## src/rtl/lbist_pkg.sv

```systemverilog
package lbist_pkg;
  localparam int SIG_W = 16;
  // taps 16,14,13,11 (primitive)
  localparam logic [SIG_W-1:0] POLY_TAPS = 16'hB400;

  typedef enum logic [1:0] {
    ST_IDLE,
    ST_SHIFT,
    ST_CAPT,
    ST_CHECK
  } seq_st_e;

  function automatic logic [SIG_W-1:0] poly_step(input logic [SIG_W-1:0] v);
    return {v[SIG_W-2:0], ^(v & POLY_TAPS)};
  endfunction
endpackage

```

## src/rtl/lbist_cfg.sv

```systemverilog
module lbist_cfg #(
  parameter int ADDR_W    = 4,
  parameter int CNT_W     = 8,
  parameter int WDOG_W    = 16,
  parameter int MAX_SEEDS = 4,
  localparam int SCNT_W   = $clog2(MAX_SEEDS + 1)
) (
  input  logic                         clk_i,
  input  logic                         rst_ni,
  input  logic                         we_i,
  input  logic                         lock_i,
  input  logic [ADDR_W-1:0]            addr_i,
  input  logic [15:0]                  wdata_i,
  output logic [CNT_W-1:0]             shift_len_o,
  output logic [CNT_W-1:0]             pat_len_o,
  output logic [SCNT_W-1:0]            seed_cnt_o,
  output logic [15:0]                  golden_o,
  output logic [WDOG_W-1:0]            wdog_lim_o,
  output logic [MAX_SEEDS-1:0][15:0]   seed_tbl_o
);
  localparam int SEED_BASE = 8;
  localparam logic [ADDR_W-1:0] A_SHIFT  = ADDR_W'(0);
  localparam logic [ADDR_W-1:0] A_PAT    = ADDR_W'(1);
  localparam logic [ADDR_W-1:0] A_SEEDS  = ADDR_W'(2);
  localparam logic [ADDR_W-1:0] A_GOLDEN = ADDR_W'(3);
  localparam logic [ADDR_W-1:0] A_WDOG   = ADDR_W'(4);

  logic wr;
  assign wr = we_i && !lock_i;

  always_ff @(posedge clk_i or negedge rst_ni) begin
    if (!rst_ni) begin
      shift_len_o <= '0;
      pat_len_o   <= '0;
      seed_cnt_o  <= '0;
      golden_o    <= '0;
      wdog_lim_o  <= '0;
    end else if (wr) begin
      case (addr_i)
        A_SHIFT:  shift_len_o <= wdata_i[CNT_W-1:0];
        A_PAT:    pat_len_o   <= wdata_i[CNT_W-1:0];
        A_SEEDS:  seed_cnt_o  <= (wdata_i > 16'(MAX_SEEDS)) ? SCNT_W'(MAX_SEEDS)
                                                             : wdata_i[SCNT_W-1:0];
        A_GOLDEN: golden_o    <= wdata_i;
        A_WDOG:   wdog_lim_o  <= wdata_i[WDOG_W-1:0];
        default: ;
      endcase
    end
  end

  for (genvar g = 0; g < MAX_SEEDS; g++) begin : g_seed
    localparam logic [ADDR_W-1:0] A_ENT = ADDR_W'(SEED_BASE + g);
    always_ff @(posedge clk_i or negedge rst_ni) begin
      if (!rst_ni)                 seed_tbl_o[g] <= '0;
      else if (wr && addr_i == A_ENT) seed_tbl_o[g] <= wdata_i;
    end
  end
endmodule

```

## src/rtl/lbist_lfsr.sv

```systemverilog
module lbist_lfsr
  import lbist_pkg::*;
(
  input  logic             clk_i,
  input  logic             rst_ni,
  input  logic             load_i,
  input  logic [SIG_W-1:0] seed_i,
  input  logic             adv_i,
  output logic [SIG_W-1:0] q_o
);
  always_ff @(posedge clk_i or negedge rst_ni) begin
    if (!rst_ni)     q_o <= '0;
    else if (load_i) q_o <= seed_i;
    else if (adv_i)  q_o <= poly_step(q_o);
  end
endmodule

```

## src/rtl/lbist_misr.sv

```systemverilog
module lbist_misr
  import lbist_pkg::*;
#(
  parameter int CHAINS = 4
) (
  input  logic              clk_i,
  input  logic              rst_ni,
  input  logic              clr_i,
  input  logic              en_i,
  input  logic [CHAINS-1:0] data_i,
  output logic [SIG_W-1:0]  sig_o
);
  always_ff @(posedge clk_i or negedge rst_ni) begin
    if (!rst_ni)    sig_o <= '0;
    else if (clr_i) sig_o <= '0;
    else if (en_i)  sig_o <= poly_step(sig_o) ^ SIG_W'(data_i);
  end
endmodule

```

## src/rtl/lbist_ctrl.sv

```systemverilog
module lbist_ctrl
  import lbist_pkg::*;
#(
  parameter int CNT_W     = 8,
  parameter int WDOG_W    = 16,
  parameter int MAX_SEEDS = 4,
  localparam int SIDX_W   = $clog2(MAX_SEEDS),
  localparam int SCNT_W   = $clog2(MAX_SEEDS + 1)
) (
  input  logic              clk_i,
  input  logic              rst_ni,
  input  logic              start_i,
  input  logic [CNT_W-1:0]  shift_len_i,
  input  logic [CNT_W-1:0]  pat_len_i,
  input  logic [SCNT_W-1:0] seed_cnt_i,
  input  logic [WDOG_W-1:0] wdog_lim_i,
  input  logic              match_i,
  output logic              busy_o,
  output logic              scan_en_o,
  output logic              capture_o,
  output logic              lfsr_load_o,
  output logic [SIDX_W-1:0] load_idx_o,
  output logic              misr_clr_o,
  output logic              done_o,
  output logic              pass_o,
  output logic              fail_o,
  output logic              timeout_o,
  output logic              func_rst_o
);
  seq_st_e           st_q;
  logic [CNT_W-1:0]  shift_q, pat_q;
  logic [SIDX_W-1:0] seed_q;
  logic [WDOG_W-1:0] wdog_q;

  logic start_acc, shift_last, pat_last, seed_last, any_zero, wd_hit;

  always_comb begin
    busy_o     = (st_q != ST_IDLE);
    start_acc  = start_i && !busy_o;
    shift_last = (shift_q == shift_len_i - 1'b1);
    pat_last   = (pat_q == pat_len_i - 1'b1);
    seed_last  = (SCNT_W'(seed_q) == seed_cnt_i - 1'b1);
    any_zero   = (shift_len_i == '0) || (pat_len_i == '0) || (seed_cnt_i == '0);
    wd_hit     = busy_o && (st_q != ST_CHECK) && (wdog_lim_i != '0)
                 && (wdog_q == wdog_lim_i - 1'b1);
    scan_en_o  = (st_q == ST_SHIFT);
    capture_o  = (st_q == ST_CAPT);
    misr_clr_o = start_acc;
    lfsr_load_o = start_acc ||
                  ((st_q == ST_CAPT) && pat_last && !seed_last && !wd_hit);
    load_idx_o = start_acc ? '0 : seed_q + 1'b1;
  end

  always_ff @(posedge clk_i or negedge rst_ni) begin
    if (!rst_ni) begin
      st_q       <= ST_IDLE;
      shift_q    <= '0;
      pat_q      <= '0;
      seed_q     <= '0;
      wdog_q     <= '0;
      done_o     <= 1'b0;
      pass_o     <= 1'b0;
      fail_o     <= 1'b0;
      timeout_o  <= 1'b0;
      func_rst_o <= 1'b0;
    end else begin
      func_rst_o <= 1'b0;
      if (st_q == ST_IDLE) begin
        if (start_acc) begin
          st_q      <= any_zero ? ST_CHECK : ST_SHIFT;
          shift_q   <= '0;
          pat_q     <= '0;
          seed_q    <= '0;
          wdog_q    <= '0;
          done_o    <= 1'b0;
          pass_o    <= 1'b0;
          fail_o    <= 1'b0;
          timeout_o <= 1'b0;
        end
      end else if (wd_hit) begin
        st_q       <= ST_IDLE;
        done_o     <= 1'b1;
        timeout_o  <= 1'b1;
        func_rst_o <= 1'b1;
      end else begin
        wdog_q <= wdog_q + 1'b1;
        case (st_q)
          ST_SHIFT: begin
            if (shift_last) begin
              shift_q <= '0;
              st_q    <= ST_CAPT;
            end else begin
              shift_q <= shift_q + 1'b1;
            end
          end
          ST_CAPT: begin
            if (pat_last) begin
              pat_q <= '0;
              if (seed_last) begin
                st_q <= ST_CHECK;
              end else begin
                seed_q <= seed_q + 1'b1;
                st_q   <= ST_SHIFT;
              end
            end else begin
              pat_q <= pat_q + 1'b1;
              st_q  <= ST_SHIFT;
            end
          end
          ST_CHECK: begin
            st_q       <= ST_IDLE;
            done_o     <= 1'b1;
            pass_o     <= match_i;
            fail_o     <= !match_i;
            func_rst_o <= 1'b1;
          end
          default: st_q <= ST_IDLE;
        endcase
      end
    end
  end
endmodule

```

## src/rtl/lbist_seq.sv

```systemverilog
module lbist_seq
  import lbist_pkg::*;
#(
  parameter int ADDR_W    = 4,
  parameter int CHAINS    = 4,
  parameter int CNT_W     = 8,
  parameter int WDOG_W    = 16,
  parameter int MAX_SEEDS = 4
) (
  input  logic              clk_i,
  input  logic              rst_ni,
  input  logic              cfg_we_i,
  input  logic [ADDR_W-1:0] cfg_addr_i,
  input  logic [15:0]       cfg_wdata_i,
  input  logic              start_i,
  input  logic [CHAINS-1:0] scan_out_i,
  output logic [CHAINS-1:0] scan_in_o,
  output logic              scan_en_o,
  output logic              capture_o,
  output logic              busy_o,
  output logic              done_o,
  output logic              pass_o,
  output logic              fail_o,
  output logic              timeout_o,
  output logic              func_rst_o,
  output logic [15:0]       signature_o
);
  localparam int SIDX_W = $clog2(MAX_SEEDS);
  localparam int SCNT_W = $clog2(MAX_SEEDS + 1);

  logic [CNT_W-1:0]           shift_len_w, pat_len_w;
  logic [SCNT_W-1:0]          seed_cnt_w;
  logic [15:0]                golden_w;
  logic [WDOG_W-1:0]          wdog_lim_w;
  logic [MAX_SEEDS-1:0][15:0] seed_tbl_w;
  logic                       lfsr_load_w, misr_clr_w;
  logic [SIDX_W-1:0]          load_idx_w;
  logic [SIG_W-1:0]           lfsr_w;

  lbist_cfg #(
    .ADDR_W(ADDR_W), .CNT_W(CNT_W), .WDOG_W(WDOG_W), .MAX_SEEDS(MAX_SEEDS)
  ) u_cfg (
    .clk_i      (clk_i),
    .rst_ni     (rst_ni),
    .we_i       (cfg_we_i),
    .lock_i     (busy_o),
    .addr_i     (cfg_addr_i),
    .wdata_i    (cfg_wdata_i),
    .shift_len_o(shift_len_w),
    .pat_len_o  (pat_len_w),
    .seed_cnt_o (seed_cnt_w),
    .golden_o   (golden_w),
    .wdog_lim_o (wdog_lim_w),
    .seed_tbl_o (seed_tbl_w)
  );

  lbist_ctrl #(
    .CNT_W(CNT_W), .WDOG_W(WDOG_W), .MAX_SEEDS(MAX_SEEDS)
  ) u_ctrl (
    .clk_i      (clk_i),
    .rst_ni     (rst_ni),
    .start_i    (start_i),
    .shift_len_i(shift_len_w),
    .pat_len_i  (pat_len_w),
    .seed_cnt_i (seed_cnt_w),
    .wdog_lim_i (wdog_lim_w),
    .match_i    (signature_o == golden_w),
    .busy_o     (busy_o),
    .scan_en_o  (scan_en_o),
    .capture_o  (capture_o),
    .lfsr_load_o(lfsr_load_w),
    .load_idx_o (load_idx_w),
    .misr_clr_o (misr_clr_w),
    .done_o     (done_o),
    .pass_o     (pass_o),
    .fail_o     (fail_o),
    .timeout_o  (timeout_o),
    .func_rst_o (func_rst_o)
  );

  lbist_lfsr u_lfsr (
    .clk_i (clk_i),
    .rst_ni(rst_ni),
    .load_i(lfsr_load_w),
    .seed_i(seed_tbl_w[load_idx_w]),
    .adv_i (scan_en_o),
    .q_o   (lfsr_w)
  );

  lbist_misr #(.CHAINS(CHAINS)) u_misr (
    .clk_i (clk_i),
    .rst_ni(rst_ni),
    .clr_i (misr_clr_w),
    .en_i  (scan_en_o),
    .data_i(scan_out_i),
    .sig_o (signature_o)
  );

  assign scan_in_o = lfsr_w[CHAINS-1:0];
endmodule

```

## config.mk

```make
export PLATFORM = sky130hd
export DESIGN_NAME = lbist_seq
export DESIGN_NICKNAME = d
export VERILOG_FILES = /design/src/rtl/lbist_pkg.sv /design/src/rtl/lbist_cfg.sv /design/src/rtl/lbist_lfsr.sv /design/src/rtl/lbist_misr.sv /design/src/rtl/lbist_ctrl.sv /design/src/rtl/lbist_seq.sv
export SDC_FILE = /design/constraint.sdc
export NUM_CORES = 1
export LEC_CHECK = 0
export BUFFER_PORTS_ARGS = -buffer_cell sky130_fd_sc_hd__buf_2
export CAP_MARGIN = 20
export CORE_ASPECT_RATIO = 0.7
export CORE_UTILIZATION = 40
export CTS_CLUSTER_DIAMETER = 30
export DETAILED_ROUTE_END_ITERATION = 10
export SYNTH_ARGS = -nofsm -noshare
export SYNTH_HDL_FRONTEND = slang
export SYNTH_SLANG_ARGS = --single-unit
```

## constraint.sdc

```tcl
create_clock -name clk_i -period 8.75 [get_ports clk_i]
set_input_delay 1.3125 -clock clk_i [delete_from_list [all_inputs] [get_ports clk_i]]
set_output_delay 1.3125 -clock clk_i [all_outputs]
set_load 0.02 [all_outputs]
```

Yosys cells after proc, flatten, opt, wreduce, memory -nomap -nowiden:

Index checks and enable logic that the tools add are counted.

* magnitude comparators: 2
* add/sub/neg operators: 8
* mux-type cells: 49
* reductions and logical operators: 49
* bitwise logic cells: 1
* equality and inequality tests: 21

Operator list (count)
* $mux W16: 8
* $mux W8: 9
* $bmux W16 S2: 1
* $eq A16 B16 Y1: 2
* $reduce_xor A16 Y1: 2
* $mux W2: 14
* $reduce_and A2 Y1: 9
* $add A16 B1 Y16 const B: 1
* $add A8 B1 Y8 const B: 2
* $eq A4 B4 Y1 const B: 4
* $eq A8 B8 Y1: 2
* $gt A16 B3 Y1 const B: 1
* $logic_not A8 Y1: 2
* $reduce_bool A16 Y1: 1
* $reduce_bool A2 Y1: 8
* $sub A16 B1 Y16 const B: 1
* $sub A8 B1 Y8 const B: 2
* $xor A16 B4 Y16: 1
* $mux W1: 15
* $logic_and A1 B1 Y1: 12
* $reduce_and A3 Y1: 3
* $eq A4 B2 Y1 const B: 2
* $ne A2 B2 Y1 const B: 4
* $reduce_and A5 Y1: 1
* 17 further kinds: 23

* word-level logic and storage cells: 151
* bits of input ports: 28
* output and inout bits: 28
* bits in registers: 188

Depth between registers and ports, before layout:

Gate-level depths: netlist of the first run.

* depth in word-level cells: 8
* depth in mapped cells: 14
* gate-level depth less buffers: 10

Cells and area by module:

From an unflattened synthesis of the first run, not the netlist that was laid out.

* cell total of the unflattened synthesis: 857
* area, all modules: 10057.1 µm²

By module, submodules not included
* lbist_cfg: times used 1, cells an instance 260, area each 4430.5 µm², sequential area each 2877.8 µm²
* lbist_ctrl: times used 1, cells an instance 423, area each 3525.9 µm², sequential area each 1026.0 µm²
* lbist_lfsr: times used 1, cells an instance 73, area each 780.7 µm², sequential area each 400.4 µm²
* lbist_misr: times used 1, cells an instance 60, area each 724.4 µm², sequential area each 400.4 µm²
* lbist_seq: times used 1, cells an instance 41, area each 595.6 µm², sequential area each 0.0 µm²

Worst setup path before layout of the first run:

OpenSTA, ideal clock, no wires.

* path kind: input port to flip-flop
* start point: input port cfg_we_i
* end point: register u_cfg.seed_tbl_o[21] (netlist bit)
* cell stages on the path: 6
* buffers on the path: 1
* path slack: 5.665 ns
* library setup time: 0.125 ns
* required time: 8.625 ns
* arrival time: 2.961 ns
* cells stage by stage: nand2_1 -> nor2_1 -> nand2_1 -> nor3b_1 -> clkbuf_1 -> mux2_2

* cells in the longest elaborated chain, start to end: 2

Ends and longest elaborated chain
* from (decl): RTL line lbist_seq.sv:12 `input logic cfg_we_i,`
* $logic_and A1 B1 Y1: RTL line lbist_cfg.sv:29 `assign wr = we_i && !lock_i;`
* $logic_and A1 B1 Y1: RTL line lbist_cfg.sv:55 `else if (wr && addr_i == A_ENT) seed_tbl_o[g] <= wdata_i;`
* to (signal, indexed assignment): RTL line lbist_cfg.sv:55
* to (decl): RTL line lbist_cfg.sv:19 `output logic [MAX_SEEDS-1:0][15:0] seed_tbl_o`

No other way between the ends.
A chain may end at the register's enable or synchronous reset.

Worst setup path after layout of the first run:

* start point: register u_cfg.wdog_lim_o[2]
* end point: register u_ctrl.pat_q[4]

* cells in the longest elaborated chain, start to end: 5
* elaborated cells between the ends (all ways): 7
* classes of those cells: add/sub: 1; eq/ne: 2; reduce/logical: 4

Ends and longest elaborated chain
* from (decl): RTL line lbist_cfg.sv:18 `output logic [WDOG_W-1:0] wdog_lim_o,`
* from (signal assigned): RTL line lbist_cfg.sv:45 `A_WDOG: wdog_lim_o <= wdata_i[WDOG_W-1:0];`
* $sub A16 B1 Y16 / $reduce_bool A16 Y1 (equally long branches): RTL line lbist_ctrl.sv:45, lbist_ctrl.sv:44
* $eq A16 B16 Y1 / $logic_and A1 B1 Y1 (equally long branches): RTL line lbist_ctrl.sv:45, lbist_ctrl.sv:44
* $logic_and A1 B1 Y1 (*): RTL line lbist_ctrl.sv:45 `&& (wdog_q == wdog_lim_i - 1'b1);`
* $ne A2 B2 Y1 (no source line) (*)
* $reduce_and A3 Y1 (no source line) (*)
* to (signal assigned): RTL line lbist_ctrl.sv:106 `pat_q <= pat_q + 1'b1;`
* to (decl): RTL line lbist_ctrl.sv:31 `logic [CNT_W-1:0] shift_q, pat_q;`

Mark *: on every way between the ends. The rest lies on a longest branch, timed or not.

==> metrics.txt, run 1 <==
status=finished clean; CP arrival=4100 ps; cts bufs inserted=17; Vias/cell=5.515; P_leak=5.581 nW; # setup viols final=0; hold slack=505.1 ps; fin crit period=3732 ps; placed instance area=0.01063 mm2; die height=134.6 um; sw frac=0.2677; final worst slack=5018 ps; post-CTS setup buffer count=0; root buf cell=clkbuf_16; # DRC=0; GP Congestion=0.9011; Int Pwr=1.488 mW; first-pass GRT wire length=40.10 mm; I/O pins=56; worst reg2reg path startpoint=u_cfg.wdog_lim_o[2]$_DFFE_PN0P_; Longest Clk Path Bufs=2; Critical Path Fanout Max=28; Slew Viols, Final=0; grt ovf=0; Clk pwr share=0.401; MaxCap Viol Count=0; Syn Nets=1,001; drt pass-1 iters=5; relative slew slack=0.3537; Post-DP HPWL=17.11 mm; TNS Setup=0 ps; WHS Path Cells=1; width of the chip=191.4 um; data required time at the worst endpoint=9110 ps; YS warnings=0; fraction of layout cells with a size suffix above 1=0.2321; Area growth, synth to finish=12.01%; largest net degree at the start of global routing=80; Seq cells post-synth=188; total track usage=0.2036; WL final=24.94 mm; PortBufs=55; die area=0.02576 mm2; HP Start=u_ctrl.done_o$_DFFE_PN0P_; CTS tree=yes; Gate Count Post-Synth=959; Core Util, Final=0.4570; hold_buf cts=0; Avg Cell Area, Syn=10.48 um2; fmax=268.0 MHz; clk_skew=10.17 ps; Post-synth EDFFs=0; number of global-route vias before repair=6,866; Total Nets Final=1,037; Critical Path Source Type=register; starting density of the core=0.4080; Final Power=2.032 mW; row count=48; Core Box Area=0.02462 mm2; Placed Cells=1,301; Resize count post-CTS=0; final cell count without fillers=1,333; Worst Reg2Reg Path Length in Cells=8; asr flop ratio synth=1.000; sequential power share=0.481; Final Cycle Share=0.4265; critical path endpoint category=register; fill count=2,318; DRT iter0 DRCs=510; Final ANT Viol Nets=0; pre-CTS WS=5112 ps; Reg clk slew, reported paths=70 ps; Design Area, Final=0.01125 mm2; area of the multi-input gates=0.005036 mm2; worst skew pair latency=440 ps; Comb pwr share=0.119; PD cells=180.6 mW/mm2; Slew @ Worst Pin=966.7 ps; sequential area share after synthesis=0.4683; number of diodes=0; VDD IR max=0.1867 mV; register area=0.004705 mm2; total number of vias=7,351; Top FF cell, synth=dfrtp_1; hold crit path type=reg2reg; H-tree levels=4; RSZ-0062 raised after global routing=no; post-synthesis cell type count=70; clk sink count=188; Critical Path Start=u_cfg.wdog_lim_o[2]$_DFFE_PN0P_; kind of critical path=reg2reg; initial antenna violation count=0; Routed wire per std cell=18.71 um; switching power=544.0 uW; Final Hold Viols=0; cell area after synthesis=0.01005 mm2
## cells in the final DEF (no fill, tap or decap), types with 5 or more instances in the layout
master,Yosys,final
nor4_1,16,15
nand3_1,51,51
mux2_2,119,119
xor2_1,24,24
ha_1,14,13
a211o_1,6,6
o21ai_0,34,34
or4_1,5,5
o22ai_1,5,5
clkbuf_8,0,5
clkbuf_16,0,17
nor2_1,50,48
nand2_1,121,121
buf_4,6,12
a21oi_1,17,17
and2_1,5,5
a22o_1,7,7
mux2i_1,54,54
dfrtp_1,188,188
nand4_1,15,15
inv_1,25,25
xnor2_1,43,43
nor3_1,16,16
and3_1,16,16
a211oi_1,5,5
buf_2,3,54
## flip-flops by register name (all words and copies together) (netlist names)
name and cells:
u_cfg.golden_o 16, u_cfg.pat_len_o 8, u_cfg.seed_cnt_o 3, u_cfg.seed_tbl_o 64, u_cfg.shift_len_o 8, u_cfg.wdog_lim_o 16, u_ctrl.done_o 1, u_ctrl.fail_o 1
u_ctrl.func_rst_o 1, u_ctrl.pass_o 1, u_ctrl.pat_q 8, u_ctrl.seed_q 2, u_ctrl.shift_q 8, u_ctrl.st_q 2, u_ctrl.timeout_o 1, u_ctrl.wdog_q 16
u_lfsr.q_o 16, u_misr.sig_o 16
## power groups by stage
| stage | combinational (mW) | sequential [mW] | clock [mW] |
|---|---|---|---|
| CTS | 0.246 | 0.977 | 0.833 |
| finish | 0.242 | 0.977 | 0.814 |
| floorplan | 0.102 | 1.02 | 0 |
| global placement | 0.241 | 0.992 | 0 |
| global route | 0.262 | 0.982 | 0.872 |
| detailed placement | 0.243 | 0.994 | 0 |
## final cells by class
| cell class | count | share of cell area |
|---|---|---|
| tap | 325 | 0.03614 |
| sequential | 188 | 0.4181 |
| inverter | 25 | 0.008340 |
| clock inverter | 9 | 0.01190 |
| multi-input combinational | 695 | 0.4476 |
| clock buffer | 23 | 0.04337 |
| timing repair buffer | 68 | 0.03458 |
## per-layer routing
metal | up-vias | routed length, um | GRT usage
met2 | 196 | 10210 | 0.2786
li1 | 3481 | - | -
met1 | 3654 | 13050 | 0.3264
met4 | 0 | 345 | 0.05159
met3 | 20 | 1331 | 0.03352
met5 | - | 0 | 0
## worst max-delay path, stage by stage (launching register included)
cell and delay (ps):
dfrtp_1 450, or4_1 680, o31a_1 290, o32a_1 280, a21oi_1 320, nor2_1 210
a21oi_4 710, and2_0 480, a32o_1 240
## Yosys cell counts, types with 3 or more instances
library cell,count,area share
a211o_1,6,0.0052
a211oi_1,5,0.0037
a21oi_1,17,0.0085
a22o_1,7,0.0061
a31oi_1,4,0.0025
and2_1,5,0.0031
and3_1,16,0.010
buf_1,3,0.0011
buf_2,3,0.0015
buf_4,6,0.0045
clkbuf_1,35,0.013
dfrtp_1,188,0.47
ha_1,14,0.017
inv_1,25,0.0093
mux2_2,119,0.13
mux2i_1,54,0.054
nand2_1,121,0.045
nand2b_1,3,0.0019
nand3_1,51,0.025
nand3b_1,3,0.0022
nand4_1,15,0.0093
nor2_1,50,0.019
nor2b_1,4,0.0025
nor3_1,16,0.0080
nor3b_1,6,0.0045
nor4_1,16,0.010
o21ai_0,34,0.017
o22ai_1,5,0.0031
or2_2,3,0.0019
or3_1,3,0.0019
or4_1,5,0.0037
xnor2_1,43,0.037
xor2_1,24,0.021
## cells by family after synthesis
group | share of synthesized area
AND/OR/NAND/NOR | 0.1559
XOR/XNOR | 0.05841
AO/OA/AOI/OAI | 0.07996
buffers and inverters | 0.03276
adder cells (fa/ha/maj) | 0.01744
multiplexers | 0.1872
flip-flops | 0.4683
## worst paths after layout
kind / endpoint / slack (ps)
worst max-delay path: u_ctrl.pat_q[4]$_DFFE_PN0P_ / 5020
worst min-delay path: u_ctrl.done_o$_DFFE_PN0P_ / 510
worst max register to register: u_ctrl.pat_q[4]$_DFFE_PN0P_ / 5020
worst min register to register: u_ctrl.done_o$_DFFE_PN0P_ / 510
max in group asynchronous: u_cfg.wdog_lim_o[9]$_DFFE_PN0P_ / 5900
min in group asynchronous: u_ctrl.pat_q[2]$_DFFE_PN0P_ / 920
No activity file was read; power rests on OpenSTA's default activity.
==> inputs of run 2 (changes only) <==
==> constraint.sdc (replaced) <==
create_clock -name clk_i -period 3.1 [get_ports clk_i]
set_input_delay 0.465 -clock clk_i [delete_from_list [all_inputs] [get_ports clk_i]]
set_output_delay 0.465 -clock clk_i [all_outputs]
set_load 0.02 [all_outputs]
==> run 2 against run 1 <==
  * Core utilization up 1.6 points
  * Worst setup slack got worse by 4900 ps
  * Hold slack got worse by 440 ps
  * Clock power grew to 2.9 times the previous value
  * Largest cell class unchanged
  * Clock-buffer cell count down 3
  * Total power grew to 2.8 times the previous value
  * Non-clock buffer count rose by 42
  * Global-route usage rose by 0.84 points
  * Critical endpoint is now u_ctrl.shift_q[6]$_DFFE_PN0P_
  * Highest routed layer unchanged
  * Clock skew is 8.7 ps higher
  * Sequential power increased to 2.8 times the previous value
  * Flip-flop and latch count unchanged
==> metrics.txt, run 2 (synthesis results as in run 1) <==
worst reg-to-reg setup slack=130 ps (-4880 ps); I/O pins=56 (unchanged); PD cells=493.6 mW/mm2 (+170%); data required time at the worst endpoint=3470 ps (-5640 ps); die area=0.02576 mm2 (unchanged); Slew @ Worst Pin=669.2 ps (-297.5 ps); row count=48 (unchanged); VDD IR max=0.4020 mV (+120%); worst skew pair latency=450 ps (about the same); WL final=25.95 mm (+4.1%); largest register by flop count=u_cfg.seed_tbl_o; fraction of layout cells with a size suffix above 1=0.2724 (+0.04024); CP bufs+invs=0 (unchanged); cts bufs inserted=17 (unchanged); Core Util, Final=0.4729 (+0.01591); final worst slack=135.0 ps (-4883 ps); crit path cell chain=or4_4, or4_1, a211o_1, or2_4, o31ai_1, and3_1, mux2_2; register area=0.004706 mm2 (about the same); width of the chip=191.4 um (unchanged); root buf cell=clkbuf_16; Vias/cell=5.529 (+0.26%); kind of critical path=reg2reg; r2r endpoint=u_ctrl.shift_q[6]$_DFFE_PN0P_; commonest non-fill, non-tap cells in the layout=dfrtp_1, nand2_1, mux2_2; Post-DP HPWL=17.83 mm (+4.2%); total track usage=0.2120 (+0.008432); clk sink count=188 (unchanged); critical path endpoint=u_ctrl.shift_q[6]$_DFFE_PN0P_; # setup viols final=0 (unchanged); crit-path leading delay family=simple AND/OR/NAND/NOR gates; clk_skew=18.87 ps (+8.706 ps); relative slew slack=0.5539 (+0.2002); H-tree levels=4 (unchanged); Core Box Area=0.02462 mm2 (unchanged); Area growth, synth to finish=15.91%; Critical Path Fanout Max=7 (-75%); initial antenna violation count=0 (unchanged); largest net degree at the start of global routing=75 (-6.3%); fmax=337.3 MHz (+26%); hold crit path type=in2async; critical path endpoint category=register; MaxCap Viol Count=0 (unchanged); first-pass GRT wire length=41.61 mm (+3.8%); Longest Clk Path Bufs=2 (unchanged); number of diodes=0 (unchanged); Final Hold Viols=0 (unchanged); Total Nets Final=1,079 (+4.1%); pre-CTS WS=-78.62 ps (-5190 ps); Reg clk slew, reported paths=70 ps (about the same); Final Cycle Share=0.9565 (+0.5300); starting density of the core=0.4080 (unchanged); CTS tree=yes; Routed wire per std cell=18.87 um (+0.89%); PortBufs=55 (unchanged); drt pass-1 iters=5 (unchanged); CP arrival=3340 ps (-760 ps); fin crit period=2965 ps (-766.9 ps); commonest non-fill, non-tap cell in the layout=dfrtp_1; Critical Path Source Type=register; Slew Viols, Final=0 (unchanged); worst reg2reg path startpoint=u_cfg.wdog_lim_o[2]$_DFFE_PN0P_; die height=134.6 um (unchanged); Worst path slowest cell=or4_4; status=finished clean; area of the multi-input gates=0.005074 mm2 (+0.75%); WP depth=7 (-1); fill count=2,314 (-0.17%); P_leak=5.789 nW (+3.7%); GP Congestion=0.8653 (-4.0%); DRT iter0 DRCs=740 (+45%); max reg flops=64 (unchanged); total number of vias=7,602 (+3.4%); Crit path largest cell delay=590 ps (-120 ps); number of global-route vias before repair=7,321 (+6.6%); Worst Reg2Reg Path Length in Cells=7 (-1); Final ANT Viol Nets=0 (unchanged); Critical Path Start=u_cfg.wdog_lim_o[2]$_DFFE_PN0P_; # DRC=0 (unchanged); grt ovf=0 (unchanged)
[run 2: cell types whose count changed in the layout (fill, tap and decap cells not counted), moves of 2 or more]
cell / previous run / this run
clkbuf_8: 5 / 3
nor4_1: 15 / 13
buf_12: 0 / 4
clkinvlp_4: 1 / 4
nor4_2: 1 / 3
buf_4: 12 / 51
inv_6: 1 / 3
[run 2: worst register-to-register path: stages, from the launching register on]
cell	delay [ps]
dfrtp_1	410
or4_4	590
or4_1	420
a211o_1	360
or2_4	280
o31ai_1	450
and3_1	230
mux2_2	140
[run 2: final cells by class]
class,instances,area share
Clock buffer,20,0.03922
Multi-Input combinational cell,695,0.4357
Tap cell,325,0.03492
Clock inverter,12,0.01375
Timing Repair Buffer,110,0.06415
Inverter,25,0.008059
Sequential cell,188,0.4041
[run 2: what timing repair did]
action,in CTS,in global routing
pin swaps,1,2
setup endpoints to repair,21,29
setup buffers,2,2
resized for setup,1,9
hold buffers,0,0
[run 2: routing by layer]
layer  up-vias  wire, um  global-route usage
met5         -         0                   0
met4         0       176             0.04365
met3        11      1272             0.03976
met2       194     11090              0.3013
met1      3820     13410              0.3311
li1       3577         -                   -
[run 2: report_power, final]
| group | switching, mW | internal (mW) |
|---|---|---|
| clock network | 0.998 | 1.32 |
| registers | 0.184 | 2.56 |
| logic | 0.400 | 0.284 |
| total | 1.58 | 4.17 |
[run 2: stage by stage]
step           TNS (ps)  hold WS (ps)  total power, mW  instances  instance area [um2]
4_1_cts               0         80.21            5.804       1373                11590
3_5_place_dp     -686.5         492.9            3.488       1339                10950
3_3_place_gp     -60.22         486.5            3.487       1339                10950
2_1_floorplan         0         169.4            3.153        959                10050
6_report              0         60.45            5.748       1375                11640
5_1_grt          -8.308         95.64            5.999       1375                11640
[run 2: worst min path at each step]
stage               slack, ps                               end                             start
floorplan                 170     u_cfg.golden_o[0]$_DFFE_PN0P_                            rst_ni
global placement          490  u_cfg.seed_tbl_o[11]$_DFFE_PN0P_  u_cfg.seed_tbl_o[11]$_DFFE_PN0P_
detailed placement        490  u_cfg.seed_tbl_o[12]$_DFFE_PN0P_  u_cfg.seed_tbl_o[12]$_DFFE_PN0P_
CTS                        80       u_ctrl.pat_q[4]$_DFFE_PN0P_                            rst_ni
global route              100     u_ctrl.shift_q[5]$_DFFE_PN0P_                            rst_ni
finish                     60     u_ctrl.shift_q[4]$_DFFE_PN0P_                            rst_ni
==> inputs of run 3 (changes only) <==
--- a/config.mk
+++ b/config.mk
@@ -9,8 +9,10 @@
 export CAP_MARGIN = 20
 export CORE_ASPECT_RATIO = 0.7
 export CORE_UTILIZATION = 40
+export CTS_BUF_LIST = sky130_fd_sc_hd__clkbuf_4 sky130_fd_sc_hd__clkbuf_8 sky130_fd_sc_hd__clkbuf_16
 export CTS_CLUSTER_DIAMETER = 30
 export DETAILED_ROUTE_END_ITERATION = 10
+export PLACE_DENSITY = 0.61
 export SYNTH_ARGS = -nofsm -noshare
 export SYNTH_HDL_FRONTEND = slang
 export SYNTH_SLANG_ARGS = --single-unit
==> run 3 against run 2 <==
  * Fmax rose by 0.85%
  * Hold slack gained 21 ps
  * Clock skew shrank 9.0 ps
  * Sequential share of layout area is 0.12 points higher
  * Core utilization decreased by 0.15 points
  * Critical endpoint is now u_ctrl.wdog_q[13]$_DFFE_PN0P_
  * Highest routed layer unchanged
==> metrics.txt, run 3 (synthesis results as in run 1) <==
Critical Path Fanout Max=17 (+10); kind of critical path=reg2reg; die area=0.02576 mm2 (unchanged); GP Congestion=0.8359 (-3.4%); # setup viols final=0 (unchanged); hold crit path type=in2async; I/O pins=56 (unchanged); final worst slack=160.1 ps (+25.11 ps); Final ANT Viol Nets=0 (unchanged); width of the chip=191.4 um (unchanged); Vias/cell=5.496 (-0.59%); starting density of the core=0.4080 (unchanged); status=finished clean; H-tree levels=4 (unchanged); root buf cell=clkbuf_16; worst reg2reg path startpoint=u_cfg.wdog_lim_o[2]$_DFFE_PN0P_; Area growth, synth to finish=15.54%; pre-CTS WS=7.201 ps (+85.82 ps); commonest non-fill, non-tap cells in the layout=dfrtp_1, nand2_1, mux2_2; largest register by flop count=u_cfg.seed_tbl_o; Final Cycle Share=0.9484 (-0.008100); hold_buf cts=0 (unchanged); P_leak=5.775 nW (-0.24%); RSZ-0062 raised after global routing=no; largest net degree at the start of global routing=91 (+21%); row count=48 (unchanged); Final Power=5.735 mW (-0.22%); Final Hold Viols=0 (unchanged); Critical Path Start=u_cfg.wdog_lim_o[2]$_DFFE_PN0P_; Post-DP HPWL=17.77 mm (-0.33%); MaxCap Viol Count=0 (unchanged); VDD IR max=0.4990 mV (+24%); number of global-route vias before repair=7,319 (-0.027%); grt ovf=0 (unchanged); fraction of layout cells with a size suffix above 1=0.2665 (-0.005842); Slew @ Worst Pin=790.7 ps (+121.5 ps); die height=134.6 um (unchanged); total number of vias=7,519 (-1.1%); Total Nets Final=1,072 (-0.65%); max reg flops=64 (unchanged); CTS tree=yes; TNS Setup=0 ps (unchanged); worst skew pair latency=450 ps (about the same); total track usage=0.2098 (-0.002184); relative slew slack=0.4729 (-0.08100); critical path endpoint category=register; fin crit period=2940 ps (-25.11 ps); initial antenna violation count=0 (unchanged); Core Box Area=0.02462 mm2 (unchanged); clk sink count=188 (unchanged); drt pass-1 iters=5 (unchanged); Design Area, Final=0.01161 mm2 (-0.31%); Slew Viols, Final=0 (unchanged); clk_skew=9.875 ps (-8.999 ps); Routed wire per std cell=18.65 um (-1.2%); first-pass GRT wire length=41.10 mm (-1.2%); number of diodes=0 (unchanged); commonest non-fill, non-tap cell in the layout=dfrtp_1; CP arrival=3280 ps (-60 ps); Longest Clk Path Bufs=2 (unchanged); DRT iter0 DRCs=547 (-26%); cts bufs inserted=17 (unchanged); Reg clk slew, reported paths=70 ps (about the same); data required time at the worst endpoint=3440 ps (-30 ps); Critical Path Source Type=register; fmax=340.1 MHz (+0.85%); WL final=25.51 mm (-1.7%); placed instance area=0.01093 mm2 (-0.11%); PD cells=494.1 mW/mm2 (about the same); Worst Reg2Reg Path Length in Cells=9 (+2); # DRC=0 (unchanged); PortBufs=55 (unchanged)
run 3: cell types whose count changed in the layout (fill, tap and decap cells not counted), moves of 2 or more:
cell	before	now
buf_4	51	42
inv_8	0	3
clkinvlp_4	4	2
buf_12	4	6
clkbuf_8	3	1
run 3: cell type report:
cell class	count	area (um2)
Fill cell	2331	13020
Tap cell	325	406.6
Sequential cell	188	4705
Clock buffer	17	425.4
Clock inverter	15	182.7
Inverter	25	93.84
Multi-Input combinational cell	695	5075
Timing Repair Buffer	103	719.4
run 3: path summary, 6_finish.rpt:
path | to | slack (ps)
min | u_ctrl.pat_q[4]$_DFFE_PN0P_ | 80
min reg2reg | u_cfg.seed_tbl_o[51]$_DFFE_PN0P_ | 510
max reg2reg | u_ctrl.wdog_q[13]$_DFFE_PN0P_ | 160
min in group clk_i | u_ctrl.timeout_o$_DFFE_PN0P_ | 290
max | u_ctrl.wdog_q[13]$_DFFE_PN0P_ | 160
max in group asynchronous | u_cfg.seed_tbl_o[10]$_DFFE_PN0P_ | 2200
run 3: critical path, stage by stage (launching register included):
cell	delay (ps)
dfrtp_1	390
or4_1	600
or4_1	440
a211o_1	340
nor2_1	240
a21oi_4	100
buf_12	180
buf_4	140
and3_1	160
a211o_1	250
run 3: repair_timing:
action,in CTS,in global routing
setup buffers,2,0
pin swaps,1,0
endpoints found under the hold margin,0,0
setup endpoints to repair,3,31
gates resized for setup,0,8
run 3: where the power goes:
group / leakage, nW / internal, mW / switching [mW]
Combinational: 3.04 / 0.287 / 0.401
Clock: 0.293 / 1.22 / 1.06
Sequential: 2.44 / 2.56 / 0.200
Total: 5.78 / 4.07 / 1.67
run 3: per-layer routing:
metal / vias to the layer above / track usage / wire length, um
met5: - / 0 / 0
met4: 0 / 0.07231 / 493
met3: 28 / 0.03820 / 1263
met2: 181 / 0.2953 / 10600
met1: 3755 / 0.3202 / 13160
li1: 3555 / - / -
run 3: through the flow:
stage	util	hold slack, ps	instances
3_5_place_dp	0.4440	494.2	1334
3_3_place_gp	0.4440	486.3	1334
5_1_grt	0.4714	138.3	1368
2_1_floorplan	-	169.4	959
6_report	0.4714	81.25	1368
4_1_cts	0.4698	123.0	1368
